File: config.mk
export PLATFORM = sky130hd
export DESIGN_NAME = pm_seq_ctrl
export DESIGN_NICKNAME = d
export VERILOG_FILES = /design/src/rtl/pm_pkg.sv /design/src/rtl/pm_mode_fsm.sv /design/src/rtl/pm_enable_map.sv /design/src/rtl/pm_clk_seq.sv /design/src/rtl/pm_seq_ctrl.sv
export SDC_FILE = /design/constraint.sdc
export NUM_CORES = 1
export LEC_CHECK = 0
export ABC_AREA = 1
export ABC_CLOCK_PERIOD_IN_PS = 3900
export BUFFER_PORTS_ARGS = -buffer_cell sky130_fd_sc_hd__buf_2
export CORE_MARGIN = 2
export CORE_UTILIZATION = 49
export CTS_BUF_LIST = sky130_fd_sc_hd__clkbuf_4 sky130_fd_sc_hd__clkbuf_8
export CTS_CLUSTER_SIZE = 28
export DETAILED_ROUTE_END_ITERATION = 8
export PLACE_DENSITY = 0.93
export SLEW_MARGIN = 30
export SYNTH_ARGS = -nofsm -noshare
export SYNTH_HDL_FRONTEND = slang
export SYNTH_HIERARCHICAL = 1
export SYNTH_SLANG_ARGS = --single-unit
File: constraint.sdc
create_clock -name clk -period 3.9 [get_ports clk]
set_input_delay 0.78 -clock clk [delete_from_list [all_inputs] [get_ports clk]]
set_output_delay 0.78 -clock clk [all_outputs]
set_load 0.02 [all_outputs]
File: src/rtl/pm_pkg.sv
package pm_pkg;

    localparam int NUM_SUB = 15;
    localparam int NUM_OPT = 4;

    localparam int SUB_CLKGEN  = 0;
    localparam int SUB_LPOSC   = 1;
    localparam int SUB_CPU     = 2;
    localparam int SUB_FLASH   = 3;
    localparam int SUB_RAM     = 4;
    localparam int SUB_ADC     = 5;
    localparam int SUB_CMP     = 6;
    localparam int SUB_SERIAL  = 7;
    localparam int SUB_TIMER   = 8;
    localparam int SUB_WDOG    = 9;
    localparam int SUB_DEBUG   = 10;
    localparam int SUB_INTCTL  = 11;
    localparam int SUB_LVDET   = 12;
    localparam int SUB_GATEDRV = 13;
    localparam int SUB_DELAY   = 14;

    typedef enum logic [1:0] {
        PM_RUN  = 2'd0,
        PM_WAIT = 2'd1,
        PM_STOP = 2'd2,
        PM_BKGD = 2'd3
    } pm_mode_e;

    typedef enum logic [1:0] {
        POL_ON   = 2'd0,
        POL_STBY = 2'd1,
        POL_OPT  = 2'd2,
        POL_DBG  = 2'd3
    } pol_e;

    typedef struct packed {
        pm_mode_e             mode;
        logic [NUM_OPT-1:0]   opt;
        logic                 bdm;
        logic                 iclr;
    } fsm_state_t;

    function automatic pol_e wait_pol(input int idx);
        if (idx == SUB_CPU || idx == SUB_RAM) return POL_STBY;
        return POL_ON;
    endfunction

    function automatic pol_e stop_pol(input int idx);
        case (idx)
            SUB_LPOSC, SUB_ADC, SUB_CMP, SUB_WDOG: return POL_OPT;
            SUB_DEBUG:                             return POL_DBG;
            default:                               return POL_STBY;
        endcase
    endfunction

    function automatic int opt_slot(input int idx);
        case (idx)
            SUB_LPOSC: return 0;
            SUB_ADC:   return 1;
            SUB_CMP:   return 2;
            SUB_WDOG:  return 3;
            default:   return 0;
        endcase
    endfunction

    function automatic logic is_low_power(input pm_mode_e m);
        return (m == PM_WAIT) || (m == PM_STOP);
    endfunction

endpackage

File: src/rtl/pm_mode_fsm.sv
module pm_mode_fsm
    import pm_pkg::*;
(
    input  logic               clk,
    input  logic               rst_n,
    input  logic               wait_req,
    input  logic               stop_req,
    input  logic               irq_pend,
    input  logic               bdm_en,
    input  logic               bkgd_cmd,
    input  logic               bkgd_go,
    input  logic [NUM_OPT-1:0] keep_on_cfg,
    output pm_mode_e           mode_q_o,
    output pm_mode_e           mode_d_o,
    output logic [NUM_OPT-1:0] opt_lat_o,
    output logic               bdm_lat_o,
    output logic               iclr_o
);

    fsm_state_t state_d, state_q;
    logic       dbg_entry;

    assign dbg_entry = bkgd_cmd && bdm_en;

    always_comb begin
        state_d      = state_q;
        state_d.iclr = 1'b0;
        unique case (state_q.mode)
            PM_RUN: begin
                if (dbg_entry) begin
                    state_d.mode = PM_BKGD;
                end else if (stop_req) begin
                    state_d.mode = PM_STOP;
                    state_d.opt  = keep_on_cfg;
                    state_d.bdm  = bdm_en;
                    state_d.iclr = 1'b1;
                end else if (wait_req) begin
                    state_d.mode = PM_WAIT;
                    state_d.iclr = 1'b1;
                end
            end
            PM_WAIT: begin
                if (irq_pend) state_d.mode = PM_RUN;
            end
            PM_STOP: begin
                if (dbg_entry)     state_d.mode = PM_BKGD;
                else if (irq_pend) state_d.mode = PM_RUN;
            end
            PM_BKGD: begin
                if (bkgd_go) state_d.mode = PM_RUN;
            end
            default: state_d.mode = PM_RUN;
        endcase
    end

    always_ff @(posedge clk or negedge rst_n) begin
        if (!rst_n) begin
            state_q.mode <= PM_RUN;
            state_q.opt  <= '0;
            state_q.bdm  <= 1'b0;
            state_q.iclr <= 1'b0;
        end else begin
            state_q <= state_d;
        end
    end

    assign mode_q_o  = state_q.mode;
    assign mode_d_o  = state_d.mode;
    assign opt_lat_o = state_q.opt;
    assign bdm_lat_o = state_q.bdm;
    assign iclr_o    = state_q.iclr;

    // wait never leads straight to stop
    a_r7_wait_not_to_stop: assert property (@(posedge clk) disable iff (!rst_n)
        (state_q.mode == PM_WAIT) |=> (state_q.mode != PM_STOP));

    // captured configuration is frozen while stop lasts
    a_r4_opt_held: assert property (@(posedge clk) disable iff (!rst_n)
        (state_q.mode == PM_STOP) && ($past(state_q.mode) == PM_STOP)
        |-> $stable(state_q.opt) && $stable(state_q.bdm));

    // mask-clear pulse only on a fresh entry from run
    a_r2_iclr_on_entry: assert property (@(posedge clk) disable iff (!rst_n)
        state_q.iclr |-> is_low_power(state_q.mode) && ($past(state_q.mode) == PM_RUN));

    // background mode is left only for run
    a_r10_bkgd_exit_run: assert property (@(posedge clk) disable iff (!rst_n)
        (state_q.mode == PM_BKGD) |=> (state_q.mode == PM_BKGD) || (state_q.mode == PM_RUN));

endmodule

File: src/rtl/pm_enable_map.sv
module pm_enable_map
    import pm_pkg::*;
(
    input  pm_mode_e           mode,
    input  logic [NUM_OPT-1:0] opt_lat,
    input  logic               bdm_lat,
    output logic [NUM_SUB-1:0] sub_en,
    output logic               reg_full,
    output logic               io_hold
);

    for (genvar i = 0; i < NUM_SUB; i++) begin : g_sub
        localparam pol_e WPOL = wait_pol(i);
        localparam pol_e SPOL = stop_pol(i);
        localparam int   SLOT = opt_slot(i);
        logic bit_en;

        always_comb begin
            bit_en = 1'b1;
            unique case (mode)
                PM_WAIT: bit_en = (WPOL == POL_ON);
                PM_STOP: begin
                    unique case (SPOL)
                        POL_ON:   bit_en = 1'b1;
                        POL_OPT:  bit_en = opt_lat[SLOT];
                        POL_DBG:  bit_en = bdm_lat;
                        default:  bit_en = 1'b0;
                    endcase
                end
                default: bit_en = 1'b1;
            endcase
        end

        assign sub_en[i] = bit_en;
    end

    always_comb begin
        reg_full = 1'b1;
        io_hold  = 1'b0;
        if (mode == PM_STOP) begin
            reg_full = bdm_lat;
            io_hold  = 1'b1;
        end
    end

endmodule

File: src/rtl/pm_clk_seq.sv
module pm_clk_seq (
    input  logic clk,
    input  logic rst_n,
    input  logic lp_now,
    input  logic lp_next,
    output logic cpu_clk_en
);

    logic clk_en_d, clk_en_q;

    always_comb begin
        if (lp_next)      clk_en_d = 1'b0;
        else if (lp_now)  clk_en_d = 1'b0;
        else              clk_en_d = 1'b1;
    end

    always_ff @(posedge clk or negedge rst_n) begin
        if (!rst_n) clk_en_q <= 1'b1;
        else        clk_en_q <= clk_en_d;
    end

    assign cpu_clk_en = clk_en_q;

    // clock gated for the whole low-power period
    a_r2_gated_in_lp: assert property (@(posedge clk) disable iff (!rst_n)
        lp_now |-> !clk_en_q);

    // one cycle of lag between wake and clock restart
    a_r6_clk_lag: assert property (@(posedge clk) disable iff (!rst_n)
        $fell(lp_now) |-> !clk_en_q);

    // clock returns on the cycle after the lag
    a_r6_clk_back: assert property (@(posedge clk) disable iff (!rst_n)
        $fell(lp_now) && !lp_now |=> lp_now || clk_en_q);

endmodule

File: src/rtl/pm_seq_ctrl.sv
module pm_seq_ctrl
    import pm_pkg::*;
(
    input  logic               clk,
    input  logic               rst_n,
    input  logic               wait_req,
    input  logic               stop_req,
    input  logic               irq_pend,
    input  logic               bdm_en,
    input  logic               bkgd_cmd,
    input  logic               bkgd_go,
    input  logic [NUM_OPT-1:0] keep_on_cfg,
    output logic [1:0]         mode_o,
    output logic [NUM_SUB-1:0] sub_en_o,
    output logic               reg_full_o,
    output logic               io_hold_o,
    output logic               cpu_clk_en_o,
    output logic               lp_busy_o,
    output logic               imask_clr_o
);

    pm_mode_e           mode_q, mode_d;
    logic [NUM_OPT-1:0] opt_lat;
    logic               bdm_lat;

    pm_mode_fsm u_fsm (
        .clk         (clk),
        .rst_n       (rst_n),
        .wait_req    (wait_req),
        .stop_req    (stop_req),
        .irq_pend    (irq_pend),
        .bdm_en      (bdm_en),
        .bkgd_cmd    (bkgd_cmd),
        .bkgd_go     (bkgd_go),
        .keep_on_cfg (keep_on_cfg),
        .mode_q_o    (mode_q),
        .mode_d_o    (mode_d),
        .opt_lat_o   (opt_lat),
        .bdm_lat_o   (bdm_lat),
        .iclr_o      (imask_clr_o)
    );

    pm_enable_map u_map (
        .mode     (mode_q),
        .opt_lat  (opt_lat),
        .bdm_lat  (bdm_lat),
        .sub_en   (sub_en_o),
        .reg_full (reg_full_o),
        .io_hold  (io_hold_o)
    );

    pm_clk_seq u_clk (
        .clk        (clk),
        .rst_n      (rst_n),
        .lp_now     (is_low_power(mode_q)),
        .lp_next    (is_low_power(mode_d)),
        .cpu_clk_en (cpu_clk_en_o)
    );

    assign mode_o    = mode_q;
    assign lp_busy_o = is_low_power(mode_q);

    // out of sleep every subsystem runs
    a_r6_awake_all_on: assert property (@(posedge clk) disable iff (!rst_n)
        !lp_busy_o |-> (&sub_en_o) && reg_full_o && !io_hold_o);

    // pins held only in deep sleep, and then the CPU is in standby
    a_r3_hold_stop: assert property (@(posedge clk) disable iff (!rst_n)
        io_hold_o |-> (mode_o == 2'd2) && !sub_en_o[SUB_CPU] && !cpu_clk_en_o);

    // loose regulation implies the debug clock is off
    a_r5_loose_no_dbg: assert property (@(posedge clk) disable iff (!rst_n)
        !reg_full_o |-> !sub_en_o[SUB_DEBUG]);

endmodule

After elaboration in Yosys (flattened, before gate mapping)
Index checks and enable logic that the tools add are counted.

ROM bits: 0. Memories kept: 0. Bits in latches: 0. Memory bits (writable): 0. Output and inout bits: 22. Register bits: 9.

Equal/unequal tests: 5. Shift-type cells: 0. Add/subtract/negate cells: 0. Multiplexer cells: 21. Bitwise logic cells: 1. Divide/modulo/power cells: 0. Multipliers: 0. Magnitude comparators: 0. Reduce and logical (&&, ||, !) cells: 6.

Operator list (count): 2-to-1 mux 1 bit (14); 2-to-1 mux 2 bit (6); case mux 2 bit (4 select lines) (1); equality test 2 bit (second input constant) (3); equality test 2 x 1 -> 1 bit (second input constant) (2); AND reduction 3 bit (1); zero test 2 bit (1); logical OR 1 bit (2); OR reduction 2 bit (1); logical AND 1 bit (1); inverter 1 bit (1).

Longest topological paths before layout
Depth after elaboration: 7. Gate-level depth with buffers: 9. Mapped depth without buffers: 8.

By module
The synthesis kept the hierarchy.

By module, submodules not included: pm_mode_fsm (instances 1, area an instance 412.9 um2, sequential area each 200.2 um2, cells each 48); pm_enable_map (instances 1, area an instance 182.7 um2, sequential area each 0.0 um2, cells each 29); pm_seq_ctrl (instances 1, area an instance 37.5 um2, sequential area each 0.0 um2, cells each 10); pm_clk_seq (instances 1, area an instance 30.0 um2, sequential area each 26.3 um2, cells each 2).

Least setup slack after synthesis
No wires, ideal clock.

Kind: flip-flop to output port. Start point: register, netlist name u_fsm/mode_q_o[0]. End point: output sub_en_o[10]. Cell stages (with the launch flop): 5. Arrival time: 1.322 ns. Setup slack: 1.798 ns. Data required time: 3.120 ns. Cells stage by stage: dfrtp_1 > inv_1 > ha_1 > nand2_1 > buf_4.

Longest elaborated chain between the ends: 2.

Ends and longest elaborated chain: equality test 2 bit; 2-to-1 mux 1 bit (RTL line pm_enable_map.sv:20) `unique case (mode)`; to (decl) (RTL line pm_seq_ctrl.sv:14) `output logic [NUM_SUB-1:0] sub_en_o,`.

Every way passes these cells.

Final worst setup path
Start point: register, netlist name u_fsm/mode_q_o[0]. End point: output sub_en_o[3].

Longest elaborated chain between the ends: 2.

Ends and longest elaborated chain (RTL line): equality test 2 bit (pm_enable_map.sv:20); 2-to-1 mux 1 bit (pm_enable_map.sv:20).

Every way passes these cells.

==> flow_summary.ini <==
[logic_synthesis]
avgSynthCellArea_sq_um = 7.45
yosys_warnings = 6
yosysTopAreaCellShare_pct = 30.2
syn-instance-count = 89
synth.distinct_cells = 13
synth_edf_count = 0
syn_area_sq_um = 663
post-synth-top-count-cell = nand2_1
ys_seq_area_share_pct = 34.2
synth_seq_cells = 9
synth_area_leaders = dfrtp_1, buf_4, nand2_1
synthTopCellsByCount = nand2_1, inv_1, buf_4, dfrtp_1, nand3_1
synthArstFlopShare_pct = 100
yosysTopAreaCell = dfrtp_1
synth_nets = 103
synth_flop_cell = dfrtp_1

[floorplan]
die_x_microns = 40.8
die_area_sq_um = 1660
fp.coreArea_sq_um = 1280
die_y_microns = 40.8
io_pins = 34
initial_core_util_pct = 51.6
row_count = 13

[layout]
drive_above_1_share_pct = 41.7
finish.instance_area_sq_um = 738
antennaDiodeCount = 0
area_delta_synth_final_pct = 11.3
fin_nets = 123
fill_cells = 125

[place]
port_buffers = 33
placed_area_sq_um = 708
place_congestion = 0.743
pre_cts_slack_ns = 1.88
dp_hpwl_microns = 931

[sta]
finalCriticalPeriod_ns = 2.29
slew_viol_final = 0
setup-tns-final_ns = 0
rsz0062_at_grt = false
slew_headroom_pct = 79.2
post-route-period-util_pct = 58.7
skew_ns = 0.00156
hold_violations = 0
max_freq_mhz = 437
worst_slack_ns = 1.61
setup_viol = 0
tightest_slew_ns = 0.312

[critical_path]
r2r_start = u_fsm/mode_q_o[1]
critPathLaunchType = flip-flop
endpoint_kind = output pin
cp_max_fo = 9
arrival_ns = 1.51
crit_path_end = sub_en_o[3]
reg2reg_slack_ns = 2.62
reg2reg_to = u_clk/cpu_clk_en
reg2reg_depth = 8
cp.required_ns = 3.12
critical_path.startpoint = u_fsm/mode_q_o[0]
crit_type = flip-flop to output pin

[clock_network]
cts_buffers = 3
htree_levels = 1
clock_path_buffers = 2
clock_latency_ns = 0.26
cts.root.buffer_cell = clkbuf_4
cts_tree = done
hold_buffers = 0
path_clk_slew_ns = 0.06
cts_setup_buffers = 0
cts.repair.resized = 0
numClockSinks = 9

[global_route]
grt.overflow.total = 0
grt_pass1_wl_microns = 1620
grt_use_total_pct = 16.0
grt_max_degree = 12
antenna_found_initial = 0
grt_pass1_vias = 407

[power]
p_leak_nw = 0.453
p_per_area_nw_per_um2 = 1020
peakVddDrop_mv = 0.454

[drt]
ant_nets = 0
routedWlPerCell_microns = 9.18
vias_per_cell = 4.37
drt-total-wl_microns = 1130
drc = 0
drtIter0Drc = 11
dr.pass1.iters = 4
vias = 537

[status]
status = finished clean

[hold_path]
hold_path_class = input port to asynchronous set/reset pin

[run]
drv_cap = 0
==> critical path: stages (launching register included) <==
cell and delay (ns):
dfrtp_1 0.51, inv_1 0.12, ha_1 0.28, inv_1 0.16, buf_2 0.19
==> layout make-up <==
cell class	instances	area [sq um]	area share [%]
repair buffers	33	165	22.4
inverters	20	75.1	10.2
multi-input cells	42	223	30.2
well taps	15	18.8	2.54
clock buffers	4	30.0	4.07
flip-flops and latches	9	226	30.7
==> worst min path at each step <==
stage | startpoint | to | depth (start not counted)
2_1_floorplan | u_fsm/bdm_lat_o | u_fsm/bdm_lat_o | 2
3_3_place_gp | u_fsm/bdm_lat_o | u_fsm/bdm_lat_o | 2
3_5_place_dp | u_fsm/opt_lat_o[2] | u_fsm/opt_lat_o[2] | 2
4_1_cts | rst_n | u_fsm/opt_lat_o[3] | 1
5_1_grt | rst_n | u_fsm/iclr_o | 1
6_report | rst_n | u_fsm/opt_lat_o[3] | 1
==> cells in the final DEF, fill, tap and decap left out, drive strengths merged <==
cell type	netlist	final
buf	18	33
nand2	24	24
inv	20	20
dfrtp	8	8
nand3	7	7
o21ai	5	5
clkbuf	0	4
nor2	3	3
ha	2	2
dfstp	1	1
a21oi	1	1
==> metrics by stage <==
step	hold WS (ns)	utilization, %	std cells	power (mW)
2_1_floorplan	0.455	-	89	0.674
5_1_grt	0.360	57.4	123	0.823
4_1_cts	0.358	57.4	123	0.762
3_5_place_dp	0.474	55.1	119	0.681
3_3_place_gp	0.465	55.1	119	0.664
6_report	0.359	57.4	123	0.751
==> flip-flops by register name, summed over array words and instances, names as in the netlist <==
register,count
u_fsm/opt_lat_o,4
u_fsm/mode_q_o,2
u_fsm/bdm_lat_o,1
u_fsm/iclr_o,1
u_clk/cpu_clk_en,1
==> report_power, final <==
part	switching, mW	leakage (nW)	internal [mW]	total, mW
Combinational	0.330	0.325	0.161	0.492
Sequential	0.0413	0.110	0.141	0.182
Clock	0.0312	0.0184	0.0463	0.0775
==> kinds of logic after synthesis <==
kind of cell / synth area share [%]
adder cells (fa/ha/maj): 3.77
AO/OA/AOI/OAI: 7.36
buffers and inverters: 32.3
flip-flops: 34.2
AND/OR/NAND/NOR: 22.5
==> routing by layer <==
metal	track usage (%)	up-vias	wire length, microns
met3	1.63	4	86
met2	27.0	29	544
met4	17.5	0	47
met5	0	-	0
li1	-	280	-
met1	16.0	224	451
Note: power is estimated with default switching activity, not from simulation.
